$ cat src/rtl/pwr_pkg.sv
package pwr_pkg;

  // Field positions are decoded by the CPU, so they are fixed.
  localparam int unsigned BIT_IDLE  = 0;
  localparam int unsigned BIT_PDOWN = 1;
  localparam int unsigned BIT_GF0   = 2;
  localparam int unsigned BIT_GF1   = 3;
  localparam int unsigned BIT_DBL   = 7;

  localparam logic [7:0] IMPL_MASK = 8'h8F;

  typedef struct packed {
    logic       dbl;
    logic [2:0] rsvd;
    logic       gf1;
    logic       gf0;
    logic       pdown;
    logic       idle;
  } pctl_t;

  typedef enum logic [1:0] {
    MODE_RUN   = 2'd0,
    MODE_IDLE  = 2'd1,
    MODE_PDOWN = 2'd2
  } pmode_e;

endpackage

$ cat src/rtl/pr_sync.sv
module pr_sync #(
  parameter int unsigned STAGES = 2
) (
  input  logic clk,
  input  logic d,
  output logic q
);
  logic [STAGES-1:0] chain = '0;

  generate
    genvar i;
    for (i = 0; i < STAGES; i++) begin : g_stage
      if (i == 0) begin : g_first
        always_ff @(posedge clk) chain[0] <= d;
      end else begin : g_next
        always_ff @(posedge clk) chain[i] <= chain[i-1];
      end
    end
  endgenerate

  assign q = chain[STAGES-1];
endmodule

$ cat src/rtl/pr_mc_div.sv
module pr_mc_div #(
  parameter int unsigned MC_CLKS = 12
) (
  input  logic clk,
  input  logic run,
  output logic tick
);
  localparam int unsigned W = (MC_CLKS > 1) ? $clog2(MC_CLKS) : 1;
  localparam logic [W-1:0] LAST = W'(MC_CLKS - 1);

  logic [W-1:0] phase = '0;

  assign tick = run && (phase == LAST);

  always_ff @(posedge clk) begin
    if (run) begin
      if (phase == LAST) phase <= '0;
      else               phase <= phase + 1'b1;
    end
  end
endmodule

$ cat src/rtl/pr_qualifier.sv
module pr_qualifier #(
  parameter int unsigned HOLD_CLKS = 24
) (
  input  logic clk,
  input  logic pin_s,
  input  logic mc_tick,
  output logic core_rst
);
  localparam int unsigned CW = $clog2(HOLD_CLKS + 1);
  localparam logic [CW-1:0] FULL = CW'(HOLD_CLKS - 1);

  logic [CW-1:0] held = '0;
  logic          rst_q = 1'b1;

  always_ff @(posedge clk) begin
    if (!pin_s) begin
      held <= '0;
      if (rst_q && mc_tick) rst_q <= 1'b0;
    end else if (held == FULL) begin
      rst_q <= 1'b1;
    end else begin
      held <= held + 1'b1;
    end
  end

  assign core_rst = rst_q;
endmodule

$ cat src/rtl/pr_mode_reg.sv
module pr_mode_reg
  import pwr_pkg::*;
(
  input  logic       clk,
  input  logic       core_rst,
  input  logic       wr_en,
  input  logic [7:0] wr_data,
  input  logic       irq_pend,
  output pctl_t      ctrl_q,
  output pmode_e     mode
);
  pctl_t cur = '0;
  pctl_t nxt;

  always_comb begin
    nxt = cur;
    if (cur.pdown) begin
      nxt = cur;
    end else if (cur.idle) begin
      if (irq_pend) nxt.idle = 1'b0;
    end else if (wr_en) begin
      nxt       = pctl_t'(wr_data & IMPL_MASK);
      nxt.idle  = wr_data[BIT_IDLE] & ~wr_data[BIT_PDOWN];
    end
  end

  always_ff @(posedge clk) begin
    if (core_rst) cur <= '0;
    else          cur <= nxt;
  end

  always_comb begin
    if (cur.pdown)     mode = MODE_PDOWN;
    else if (cur.idle) mode = MODE_IDLE;
    else               mode = MODE_RUN;
  end

  assign ctrl_q = cur;
endmodule

$ cat src/rtl/pwr_rst_ctrl.sv
module pwr_rst_ctrl
  import pwr_pkg::*;
#(
  parameter int unsigned MC_CLKS     = 12,
  parameter int unsigned QUAL_MCS    = 2,
  parameter int unsigned SYNC_STAGES = 2
) (
  input  logic       clk,
  input  logic       rst_pin,
  input  logic       reg_wr_en,
  input  logic [7:0] reg_wr_data,
  input  logic       irq_pend,
  output logic       core_rst,
  output logic       cpu_clk_en,
  output logic       per_clk_en,
  output logic       osc_run,
  output logic       io_force_hi,
  output logic [7:0] ctrl_reg
);
  localparam int unsigned HOLD_CLKS = MC_CLKS * QUAL_MCS;

  logic   pin_s;
  logic   mc_tick;
  pctl_t  ctrl_q;
  pmode_e mode;

  pr_sync #(.STAGES(SYNC_STAGES)) u_sync (
    .clk (clk),
    .d   (rst_pin),
    .q   (pin_s)
  );

  // Oscillator stays stopped in power-down until the pin wakes it.
  assign osc_run = (mode != MODE_PDOWN) || pin_s;

  pr_mc_div #(.MC_CLKS(MC_CLKS)) u_div (
    .clk  (clk),
    .run  (osc_run),
    .tick (mc_tick)
  );

  pr_qualifier #(.HOLD_CLKS(HOLD_CLKS)) u_qual (
    .clk      (clk),
    .pin_s    (pin_s),
    .mc_tick  (mc_tick),
    .core_rst (core_rst)
  );

  pr_mode_reg u_mode (
    .clk      (clk),
    .core_rst (core_rst),
    .wr_en    (reg_wr_en),
    .wr_data  (reg_wr_data),
    .irq_pend (irq_pend),
    .ctrl_q   (ctrl_q),
    .mode     (mode)
  );

  assign cpu_clk_en  = osc_run && (mode == MODE_RUN);
  assign per_clk_en  = osc_run && (mode != MODE_PDOWN);
  assign io_force_hi = rst_pin || core_rst;
  assign ctrl_reg    = ctrl_q;
endmodule

$ cat config.mk
export PLATFORM = sky130hd
export DESIGN_NAME = pwr_rst_ctrl
export DESIGN_NICKNAME = d
export VERILOG_FILES = /design/src/rtl/pwr_pkg.sv /design/src/rtl/pr_sync.sv /design/src/rtl/pr_mc_div.sv /design/src/rtl/pr_qualifier.sv /design/src/rtl/pr_mode_reg.sv /design/src/rtl/pwr_rst_ctrl.sv
export SDC_FILE = /design/constraint.sdc
export NUM_CORES = 1
export LEC_CHECK = 0
export BUFFER_PORTS_ARGS = -buffer_cell sky130_fd_sc_hd__buf_2
export CORE_UTILIZATION = 40
export CTS_BUF_LIST = sky130_fd_sc_hd__clkbuf_8
export DETAILED_ROUTE_END_ITERATION = 12
export HOLD_SLACK_MARGIN = 0.08
export PLACE_DENSITY = 0.63
export SYNTH_ARGS = -nofsm -noshare
export SYNTH_HDL_FRONTEND = slang
export SYNTH_SLANG_ARGS = --single-unit
$ cat constraint.sdc
create_clock -name clk -period 4.1 [get_ports clk]
set_clock_uncertainty 0.2 [all_clocks]
set_input_delay 0.205 -clock clk [delete_from_list [all_inputs] [get_ports clk]]
set_output_delay 0.205 -clock clk [all_outputs]
set_load 0.05 [all_outputs]
==> results.json <==
{
  "wire_length_of_the_first_global_routing_pass_microns": 2249,
  "worst_setup_path_end_kind": "primary output",
  "clock_tree.htree_level_count": 1,
  "detail_route.drc_violations": 0,
  "postSynth.asyncResetShare": 0,
  "post_route_cells_drive_above_1_share": 0.2447,
  "worstSetupStartpointType": "input port",
  "setup_violations": 0,
  "critPathRequiredTime_ns": 3.69,
  "p_sw_mw": 0.1214,
  "netlist_area_before_placement_sq_um": 709.4,
  "tritoncts": "done",
  "synthCells": 66,
  "worst_slack_ns": 2.360,
  "vias": 563,
  "post_drt_wl_per_cell_microns": 11.75,
  "cts_repair_resized_insts": 0,
  "status": "complete, no violations",
  "floorplan.rows": 14,
  "io-pin-count": 25,
  "number_of_flops_mapped_to_enable_cells_by_yosys": 5,
  "setup_total_negative_slack_ns": 0,
  "fin_worst_hold_slack_ns": 0.1326,
  "yosysWarningCount": 0,
  "total_wirelength_microns": 1293,
  "globalRoute.totalOverflow": 0,
  "cell_internal_pwr_mw": 0.3157,
  "stdcell_area_sq_um": 919.6,
  "port_buffers": 18,
  "clock_power_share": 0.266,
  "ctsRootBufferMaster": "clkbuf_8",
  "synth.lib_cells_used.distinct": 26,
  "swShare": 0.2777,
  "clock_sink_count": 17,
  "report.final.hold_viol_count": 0,
  "detailed_place_hpwl_microns": 855.3,
  "clock_insertion_delay_worst_skew_ns": 0.25,
  "synthTopCellsByArea": "dfxtp_1 34%, edfxtp_1 21%, mux2i_1 4.2%",
  "grt_setup_unrepaired": "false",
  "tritoncts.num_buffers": 3,
  "post_cts.repair.setup_buffers": 0,
  "max_freq_mhz": 574.7,
  "ys.flop_type": "dfxtp_1",
  "ir_worst_vdd_mv": 0.2888,
  "layout-area-overhead-vs-synth_pct": 29.63,
  "global_routing_usage_summed_across_all_routing_layers": 0.1664,
  "final-max-slew-violation-count": 0,
  "pwr_density_cell_nw_per_um2": 475.3,
  "detailed_place.area_sq_um": 804.5,
  "die_height_microns": 44.12,
  "synth_area_per_cell_sq_um": 10.75,
  "cellLeakagePower_nw": 0.4032,
  "grt_pass1_vias": 534,
  "yosysTopAreaCellShare": 0.3386,
  "dpl_worst_slack_ns": 2.565,
  "netlist.top_cell.by_area": "dfxtp_1",
  "synth.yosys.seq_area_share": 0.5503,
  "clk_transition_reported_paths_ns": 0.06,
  "seqPwrFrac": 0.528,
  "antenna_found_initial": 0,
  "n_antenna_cell": 0,
  "synth-seq-cells": 17,
  "drtIter0Drc": 7,
  "hold_path.class": "reg -> reg",
  "dr_pass1_iterations": 4,
  "worstPathMaxFanout": 2,
  "cts_hold_buf": 7,
  "synth_commonest_cells": "12 x dfxtp_1, 7 x nor2_1, 5 x edfxtp_1, 5 x nand3_1, 5 x o21ai_0",
  "finalWorstPathRequiredPeriod_ns": 1.740,
  "floorplan.die_area_sq_um": 1946,
  "synth.most_common_cell": "dfxtp_1",
  "timing.setup.critical_path_class": "in -> out",
  "finalWeightedCongestion": 0.7046,
  "initial_utilization": 0.4500,
  "timing.critical_path.arrival_ns": 1.34,
  "vias_per_cell": 5.118,
  "total_core_area_sq_um": 1577,
  "finish.net_count": 109,
  "clockBufferDepth": 2,
  "part_of_the_cycle_the_worst_path_needs": 0.4244,
  "pin_count_of_the_biggest_net_entering_global_routing": 10,
  "drtAntennaViolNets": 0,
  "dieWidth_microns": 44.12,
  "layout.filler_cells": 139,
  "pwr-share-comb": 0.206,
  "cap_violations": 0
}
-- cell type report --
type                       count  area [sq um]  share of cell area
sequential                    17         390.4              0.4245
inverter                       3         11.26             0.01224
clock inverter                 1         3.754            0.004082
timing repair buffer          25         160.2              0.1742
clock buffer                   3         41.29             0.04490
tap                           16         20.02             0.02177
multi-input combinational     45         292.8              0.3184
-- registers in the layout, summed over array words and instances (netlist names) --
signal           count
u_div.phase          4
u_mode.ctrl_q        5
u_qual.core_rst      1
u_qual.held          5
u_sync.chain         1
u_sync.q             1
-- power groups by stage --
stage | Sequential (mW) | Clock, mW | Combinational, mW
CTS | 0.231 | 0.121 | 0.0907
finish | 0.231 | 0.116 | 0.0903
detailed placement | 0.235 | 0 | 0.0852
global route | 0.234 | 0.131 | 0.0994
global placement | 0.233 | 0 | 0.0836
floorplan | 0.238 | 0 | 0.0616
-- critical path: stages --
cell,delay [ns]
dlygate4sd3_1,0.53
buf_2,0.12
or2_2,0.26
buf_2,0.21
-- worst paths after layout --
check | start | to | slack, ns | depth (start not counted)
hold reg to reg | u_sync.chain[0] | u_sync.q | 0.13 | 0
setup reg to reg | u_qual.held[0] | u_qual.core_rst | 2.56 | 3
hold / removal | u_sync.chain[0] | u_sync.q | 0.13 | 0
setup / recovery | rst_pin | io_force_hi | 2.36 | 4
-- through the flow --
stage          total power [mW]    util  instances
3_3_place_gp             0.3169  0.5103         99
4_1_cts                  0.4429  0.5833        110
6_report                 0.4371  0.5833        110
2_1_floorplan            0.2996       -         68
3_5_place_dp             0.3197  0.5103         99
5_1_grt                  0.4639  0.5833        110
-- cells by family (layout without fill, tap and decap cells) --
| group | after synthesis | in the layout | synth area share |
|---|---|---|---|
| compound gates | 9 | 9 | 0.07584 |
| xor+xnor | 3 | 3 | 0.03704 |
| fa+ha+maj | 2 | 2 | 0.03527 |
| buf+inv | 6 | 32 | 0.04762 |
| flops | 17 | 17 | 0.5503 |
| mux | 3 | 3 | 0.04233 |
| other cells | 1 | 3 | 0.005286 |
| simple gates | 25 | 25 | 0.2064 |
-- placed cells by master, fill, tap and decap left out, types with 4 or more instances in the layout --
cell / count
buf_2: 18
dfxtp_1: 12
nor2_1: 7
dlygate4sd3_1: 7
nand3_1: 5
o21ai_0: 5
edfxtp_1: 5
inv_1: 4
-- metal layers --
layer | vias up | GRT usage | share of wire | routed length [microns]
met1 | 262 | 0.1757 | 0.44 | 564
met3 | 2 | 0.08571 | 0.062 | 80
met4 | 0 | 0.07273 | 0.014 | 18
met5 | - | 0 | 0 | 0
li1 | 281 | - | - | -
met2 | 18 | 0.2765 | 0.49 | 630
Note: power is estimated with default switching activity, not from simulation.
